`src/rtl/ctlreg_pkg.sv`:
```
`timescale 1ns/1ps
package ctlreg_pkg;
    localparam int DW    = 64;
    localparam int IDX_W = 5;
    localparam int NREG  = 20;
    localparam int ASN_W = 7;

    // page entry field placement (decoded by translation logic)
    localparam int PFN_LSB = 32;
    localparam int PFN_W   = 27;
    localparam int RDE_LSB = 8;
    localparam int WRE_LSB = 12;
    localparam int EN_W    = 4;
    localparam int FOR_BIT = 1;
    localparam int FOW_BIT = 2;
    localparam int ASM_BIT = 4;
    localparam int ASN_LSB = 57;

    typedef enum logic [IDX_W-1:0] {
        CR_IPL = 5'd0, CR_ASTRQ = 5'd1, CR_ASTEN = 5'd2, CR_IMODE = 5'd3,
        CR_DMODE = 5'd4, CR_SWINT = 5'd5, CR_RESTART = 5'd6, CR_EXCSUM = 5'd7,
        CR_EXCMSK = 5'd8, CR_INTID = 5'd9, CR_MMSTAT = 5'd10, CR_PTETMP = 5'd11,
        CR_CYCLE = 5'd12, CR_HWCLR = 5'd13, CR_INVALL = 5'd14, CR_INVPROC = 5'd15,
        CR_INVONE = 5'd16, CR_ASN = 5'd17, CR_PTE = 5'd18, CR_TAG = 5'd19
    } creg_e;

    typedef enum logic [1:0] {ST_IDLE, ST_RACK, ST_WACK, ST_FAULT} ack_st_e;
    typedef enum logic [2:0] {PK_NONE, PK_ALL, PK_PROC, PK_ONE, PK_INS} pulse_e;
    typedef enum logic [1:0] {RK_PLAIN, RK_CYCLE, RK_PTE} rdkind_e;

    function automatic logic [DW-1:0] pte_assemble(input logic [DW-1:0] raw,
                                                   input logic [ASN_W-1:0] asn);
        logic [DW-1:0] w;
        w = '0;
        w[PFN_LSB +: PFN_W] = raw[PFN_LSB +: PFN_W];
        w[RDE_LSB +: EN_W]  = raw[RDE_LSB +: EN_W];
        w[WRE_LSB +: EN_W]  = raw[WRE_LSB +: EN_W];
        w[FOR_BIT]          = raw[FOR_BIT];
        w[FOW_BIT]          = raw[FOW_BIT];
        w[ASM_BIT]          = raw[ASM_BIT];
        w[ASN_LSB +: ASN_W] = w[ASN_LSB +: ASN_W] | asn;
        return w;
    endfunction
endpackage

```
`src/rtl/ctlreg_decode.sv`:
```
`timescale 1ns/1ps
module ctlreg_decode
    import ctlreg_pkg::*;
(
    input  logic [IDX_W-1:0] idx,
    output logic             rd_ok,
    output logic             wr_ok,
    output logic [DW-1:0]    wmask,
    output logic             wclr,
    output pulse_e           pk,
    output rdkind_e          rk
);
    always_comb begin
        rd_ok = 1'b1;
        wr_ok = 1'b1;
        wmask = '1;
        wclr  = 1'b0;
        pk    = PK_NONE;
        rk    = RK_PLAIN;
        unique case (idx)
            CR_IPL:               wmask = DW'(64'h1f);
            CR_ASTRQ, CR_ASTEN:   wmask = DW'(64'hf);
            CR_IMODE, CR_DMODE:   wmask = DW'(64'h18);
            CR_SWINT:             wmask = DW'(64'h7fff0);
            CR_RESTART:           wmask = ~DW'(64'h2);
            CR_EXCSUM, CR_EXCMSK: wclr  = 1'b1;
            CR_INTID, CR_MMSTAT, CR_PTETMP: wr_ok = 1'b0;
            CR_CYCLE:             rk    = RK_CYCLE;
            CR_HWCLR:             rd_ok = 1'b0;
            CR_INVALL: begin rd_ok = 1'b0; wclr = 1'b1; pk = PK_ALL;  end
            CR_INVPROC: begin rd_ok = 1'b0; wclr = 1'b1; pk = PK_PROC; end
            CR_INVONE: begin rd_ok = 1'b0; pk = PK_ONE; end
            CR_ASN:               wmask = '1;
            CR_PTE:               rk    = RK_PTE;
            CR_TAG:               pk    = PK_INS;
            default: begin rd_ok = 1'b0; wr_ok = 1'b0; end
        endcase
    end
endmodule

```
`src/rtl/ctlreg_cycle.sv`:
```
`timescale 1ns/1ps
module ctlreg_cycle #(
    parameter int W = 32
) (
    input  logic         clk,
    input  logic         rst_n,
    output logic [W-1:0] count
);
    always_ff @(posedge clk or negedge rst_n) begin
        if (!rst_n) count <= '0;
        else        count <= count + W'(1);
    end
endmodule

```
`src/rtl/ctlreg_bank.sv`:
```
`timescale 1ns/1ps
module ctlreg_bank
    import ctlreg_pkg::*;
#(
    parameter int CNT_W = 32
) (
    input  logic              clk,
    input  logic              rst_n,
    input  logic              req_valid,
    input  logic              req_write,
    input  logic [IDX_W-1:0]  req_idx,
    input  logic [DW-1:0]     req_wdata,
    output logic              rsp_valid,
    output logic              rsp_fault,
    output logic [DW-1:0]     rsp_rdata,
    output logic              flush_all,
    output logic              flush_proc,
    output logic              flush_one,
    output logic [DW-1:0]     flush_addr,
    output logic [ASN_W-1:0]  flush_asn,
    output logic              ins_pulse,
    output logic [DW-1:0]     ins_tag,
    output logic [DW-1:0]     ins_entry
);
    logic [DW-1:0]    bank [NREG];
    logic             d_rd_ok, d_wr_ok, d_wclr;
    logic [DW-1:0]    d_wmask;
    pulse_e           d_pk;
    rdkind_e          d_rk;
    logic [CNT_W-1:0] cyc;
    logic             wr_hit;
    logic [DW-1:0]    raw, rd_val, pte_word;
    logic [ASN_W-1:0] asn_cur;
    ack_st_e          state, nxt;
    logic [IDX_W-1:0] rsp_idx;

    ctlreg_decode u_dec (
        .idx(req_idx), .rd_ok(d_rd_ok), .wr_ok(d_wr_ok),
        .wmask(d_wmask), .wclr(d_wclr), .pk(d_pk), .rk(d_rk)
    );

    ctlreg_cycle #(.W(CNT_W)) u_cyc (.clk(clk), .rst_n(rst_n), .count(cyc));

    assign wr_hit = req_valid && req_write && d_wr_ok;

    // storage: one masked write port
    always_ff @(posedge clk or negedge rst_n) begin
        if (!rst_n) begin
            for (int i = 0; i < NREG; i++) bank[i] <= '0;
        end else begin
            for (int i = 0; i < NREG; i++)
                if (wr_hit && req_idx == IDX_W'(i))
                    bank[i] <= d_wclr ? '0 : (req_wdata & d_wmask);
        end
    end

    always_comb begin
        raw = '0;
        for (int i = 0; i < NREG; i++)
            if (req_idx == IDX_W'(i)) raw = bank[i];
    end

    assign asn_cur  = bank[int'(CR_ASN)][ASN_W-1:0];
    assign pte_word = pte_assemble(bank[int'(CR_PTE)], asn_cur);

    always_comb begin
        unique case (d_rk)
            RK_CYCLE: rd_val = {raw[DW-1:CNT_W], cyc};
            RK_PTE:   rd_val = pte_assemble(raw, asn_cur);
            default:  rd_val = raw;
        endcase
    end

    // next-state decision
    always_comb begin
        if (!req_valid)     nxt = ST_IDLE;
        else if (req_write) nxt = d_wr_ok ? ST_WACK : ST_FAULT;
        else                nxt = d_rd_ok ? ST_RACK : ST_FAULT;
    end

    // state register
    always_ff @(posedge clk or negedge rst_n) begin
        if (!rst_n) state <= ST_IDLE;
        else        state <= nxt;
    end

    // registered outputs
    always_ff @(posedge clk or negedge rst_n) begin
        if (!rst_n) begin
            rsp_rdata  <= '0;
            rsp_idx    <= '0;
            flush_all  <= 1'b0;
            flush_proc <= 1'b0;
            flush_one  <= 1'b0;
            flush_addr <= '0;
            flush_asn  <= '0;
            ins_pulse  <= 1'b0;
            ins_tag    <= '0;
            ins_entry  <= '0;
        end else begin
            rsp_rdata  <= (nxt == ST_RACK) ? rd_val : '0;
            rsp_idx    <= req_idx;
            flush_all  <= wr_hit && d_pk == PK_ALL;
            flush_proc <= wr_hit && d_pk == PK_PROC;
            flush_one  <= wr_hit && d_pk == PK_ONE;
            flush_addr <= (wr_hit && d_pk == PK_ONE) ? req_wdata : '0;
            flush_asn  <= (wr_hit && d_pk == PK_ONE) ? asn_cur : '0;
            ins_pulse  <= wr_hit && d_pk == PK_INS;
            ins_tag    <= (wr_hit && d_pk == PK_INS) ? req_wdata : '0;
            ins_entry  <= (wr_hit && d_pk == PK_INS) ? pte_word : '0;
        end
    end

    always_comb begin
        unique case (state)
            ST_IDLE:  begin rsp_valid = 1'b0; rsp_fault = 1'b0; end
            ST_FAULT: begin rsp_valid = 1'b1; rsp_fault = 1'b1; end
            default:  begin rsp_valid = 1'b1; rsp_fault = 1'b0; end
        endcase
    end


    unmapped_fault_chk: assert property (@(posedge clk) disable iff (!rst_n)
        (req_valid && req_idx >= IDX_W'(NREG)) |=> (rsp_valid && rsp_fault));


    fault_zero_data_chk: assert property (@(posedge clk) disable iff (!rst_n)
        rsp_fault |-> (rsp_rdata == '0));


    pulse_onehot_chk: assert property (@(posedge clk) disable iff (!rst_n)
        $onehot0({flush_all, flush_proc, flush_one, ins_pulse}));


    pulse_with_ack_chk: assert property (@(posedge clk) disable iff (!rst_n)
        (flush_all || flush_proc || flush_one || ins_pulse) |-> (rsp_valid && !rsp_fault));


    ipl_width_chk: assert property (@(posedge clk) disable iff (!rst_n)
        (rsp_valid && !rsp_fault && rsp_idx == CR_IPL) |-> (rsp_rdata[DW-1:5] == '0));


    restart_bit1_chk: assert property (@(posedge clk) disable iff (!rst_n)
        (rsp_valid && rsp_idx == CR_RESTART) |-> !rsp_rdata[1]);


    idle_no_rsp_chk: assert property (@(posedge clk) disable iff (!rst_n)
        !req_valid |=> !rsp_valid);
endmodule

```
`config.mk`:
```
export PLATFORM = sky130hd
export DESIGN_NAME = ctlreg_bank
export DESIGN_NICKNAME = d
export VERILOG_FILES = /design/src/rtl/ctlreg_pkg.sv /design/src/rtl/ctlreg_decode.sv /design/src/rtl/ctlreg_cycle.sv /design/src/rtl/ctlreg_bank.sv
export SDC_FILE = /design/constraint.sdc
export NUM_CORES = 2
export LEC_CHECK = 0
export BUFFER_PORTS_ARGS = -buffer_cell sky130_fd_sc_hd__buf_2
export CAP_MARGIN = 10
export CELL_PAD_IN_SITES_DETAIL_PLACEMENT = 2
export CELL_PAD_IN_SITES_GLOBAL_PLACEMENT = 2
export CORE_ASPECT_RATIO = 1.75
export CORE_MARGIN = 2
export CORE_UTILIZATION = 40
export CTS_CLUSTER_SIZE = 8
export DETAILED_ROUTE_END_ITERATION = 8
export GPL_TIMING_DRIVEN = 0
export PLACE_DENSITY_LB_ADDON = 0.1
export SYNTH_ARGS = -nofsm -noshare
export SYNTH_HDL_FRONTEND = slang
export SYNTH_SLANG_ARGS = --single-unit
```
`constraint.sdc`:
```
create_clock -name clk -period 2.6 [get_ports clk]
set_input_delay 0.39 -clock clk [delete_from_list [all_inputs] [get_ports clk]]
set_output_delay 0.39 -clock clk [all_outputs]
set_load 0.01 [all_outputs]
```
==> flow_summary_export.csv <==
group,metric,value,unit
worst_setup_path,cp-end-kind,"flop",
floorplanning,rows,194,
synth,yosysTopAreaCellShare,60.3,%
synth,ys_types,87,
flow_run,maxCapViolCount,0,
synth,seq_area_frac_synth,60.3,%
clocking,root_buffer,"clkbuf_16",
power_and_ir_drop,p_total,55.3,mW
detailed_routing,wl_per_cell,35.2,um
placed_design,finalWeightedCongestion,0.954,
global_route,grtUsageTotal,37.9,%
synth,syn_inst,6099,
floorplanning,die-area,164000,sq um
global_route,grt_pass1_wl,442000,um
timing,slew_headroom,19.4,%
layout,num-fill-cells,16260,
clocking,clk_pin_slew,0.05,ns
floorplanning,die_w,307,um
floorplanning,fp.dieH,534,um
placed_design,dpl.hpwl,234000,um
clocking,clock_latency,0.88,ns
clocking,cts_sinks,1545,
timing,hold_ws,-0.526,ns
worst_setup_path,reg2reg_slack,0.11,ns
clocking,cts_tree,"yes",
layout,utilization,47.7,%
floorplanning,start_util,40.2,%
timing,period_needed,2.68,ns
timing,hold_violations,147,
timing,tightest_slew,1.21,ns
layout,syn_to_final_growth,18.7,%
power_and_ir_drop,powerDensity,726,nW/um^2
global_route,grt_start_max_net_pins,170,
layout,layout.nets,6819,
detailed_routing,ant_nets,0,
timing,worst_slack,-0.0762,ns
placed_design,port_buffers,320,
synth,synth-edff-count,0,
worst_setup_path,critPathKind,"in -> reg",
global_route,overflow,0,
placed_design,dp_slack,-2.13,ns
synth,synthesis.area,64100,sq um
power_and_ir_drop,peakVddDrop,0.492,mV
worst_setup_path,rr_worst_depth,6,
synth,synth_common_cells,"1,545 x dfrtp_1, 648 x nand2_1, 634 x o21ai_0",
detailed_routing,drt_iter0_markers,3866,
layout,drive_above_1_share,15.2,%
worst_setup_path,r2r-end,"u_cyc.count[30]",
synth,synth-seq-cells,1545,
hold_path,hold_class,"in -> async",
worst_setup_path,path_max_fanout,11,
worst_setup_path,worst_ep_arrival_time,3.37,ns
detailed_routing,firstDrtPassIters,6,
synth,synth_most_common_cell,"dfrtp_1",
worst_setup_path,required,3.29,ns
layout,final_area,76100,sq um
detailed_routing,post_drt_via_cell_ratio,6.02,
timing,rsz0062_at_grt,"yes",
worst_setup_path,r2r_start,"u_cyc.count[3]",
synth,yosys_warnings,0,
synth,synthArstFlopShare,100,%
status,failed_checks,"negative hold slack, negative setup slack",
clocking,htreeDepth,4,
detailed_routing,drcViolationCount,0,
detailed_routing,routed_wl,311000,um
synth,synth_ff_type,"dfrtp_1",
timing,clock_skew,0.0478,ns
global_route,grt_pass1_vias,59117,
floorplanning,design.portCount,342,
status,status,"complete, but fails checks",
clocking,cts_hold_buffers,67,
global_route,antenna_found_initial,26,
timing,drv_slew,0,
synth,synth.avg_cell_area,10.5,sq um
worst_setup_path,startpoint_type,"primary input",
floorplanning,core_region_area,159000,sq um
clocking,cts_buffer_depth,4,
timing,setup_viol,15,
synth,yosysTopAreaCell,"dfrtp_1",
detailed_routing,num_vias,53125,
timing,max_freq,374,MHz
placed_design,postPlaceCellArea,68800,sq um
clocking,cts_buffers,219,
power_and_ir_drop,power_leakage,38.1,nW
timing,post-route-period-util,103,%
synth,yosys-top-cells-area,"dfrtp_1 60%, o21ai_0 4.9%, nand2_1 3.8%",
[placed cells by master, fill, tap and decap left out, types with 76 or more instances in the layout]
master and count:
nor2_1 213, clkbuf_16 224, nand2_1 638, nor3_1 77, dfrtp_1 1544, o22ai_1 93
and3_1 217, buf_2 422, a21o_1 144, a21oi_1 323, and2_1 361, clkbuf_1 410
o21ai_0 627, o21a_1 101, o221ai_1 89, clkbuf_2 86, buf_4 76, nor2b_1 283
[layout make-up]
cell class / instances / area (sq um) / share of cell area (%)
multi-input combinational: 3855 / 23100 / 30.4
tap: 2058 / 2570 / 3.38
buffer: 699 / 3270 / 4.30
clock inverter: 4 / 68.8 / 0.0904
sequential: 1545 / 38700 / 50.8
antenna: 8 / 20.0 / 0.0263
timing repair buffer: 407 / 2760 / 3.63
inverter: 18 / 67.6 / 0.0888
clock buffer: 224 / 5580 / 7.34
[worst max-delay path, stage by stage]
cell	delay (ns)
buf_2	0.14
buf_4	0.19
buf_4	0.33
buf_6	0.31
buf_4	0.31
buf_4	0.40
mux2i_1	0.22
o21ai_0	0.17
a211oi_1	0.60
a31oi_1	0.27
[worst max-delay path by stage]
stage	end	slack [ns]	cells after the start	from
floorplan	rsp_rdata[24]	0.51	9	req_idx[2]
global placement	bank[1263]	-34.00	1	rst_n
detailed placement	rsp_rdata[32]	-2.13	10	req_idx[1]
CTS	rsp_rdata[59]	0.001	11	req_idx[1]
global route	rsp_rdata[29]	-0.03	9	req_idx[4]
finish	rsp_rdata[1]	-0.08	10	req_idx[0]
[report_power, final]
part | internal [mW] | switching [mW] | leakage (nW)
sequential | 24.7 | 0.478 | 21.4
combinational | 1.19 | 3.25 | 13.9
clock | 14.9 | 10.8 | 2.78
[state kept, by name, summed over array words and instances, names as in the netlist, 2 cells and up]
register / count
ins_tag: 64
asn_cur: 7
bank: 1258
u_cyc.count: 32
flush_asn: 7
flush_addr: 64
state: 2
ins_entry: 43
rsp_rdata: 64
[through the flow]
step	TNS, ns	cells
finish	-0.526	8818
global placement	-	8497
CTS	0	8806
global route	-0.0438	8811
detailed placement	-1576.86	8510
floorplan	0	6119
[routing by layer]
layer,up-vias,wire (um),track usage (%)
met5,-,82,0
met4,12,21100,22.3
met3,794,16400,5.75
met2,1902,153000,64.7
met1,28364,120000,45.1
li1,22053,-,-
[cell families after synthesis]
kind of cell	count (synthesis)	synth area share, %
AOI/OAI and AO/OA	1745	17.0
xor gates and xnor gates	31	0.423
adders and majority gates	1	0.0195
buffers and inverters	719	4.80
DFF	1545	60.3
muxes	74	1.47
other	1	0.00585
and+or+nand+nor	1983	16.0
[repair_timing]
action                     4_1_cts  5_1_grt
setup buffers                    0        3
hold endpoints to repair       419      115
pin swaps                        0        1
gates resized for setup        194      100
gates cloned                     3        1
setup endpoints to repair      574      176
(Power assumes the default switching activity.)
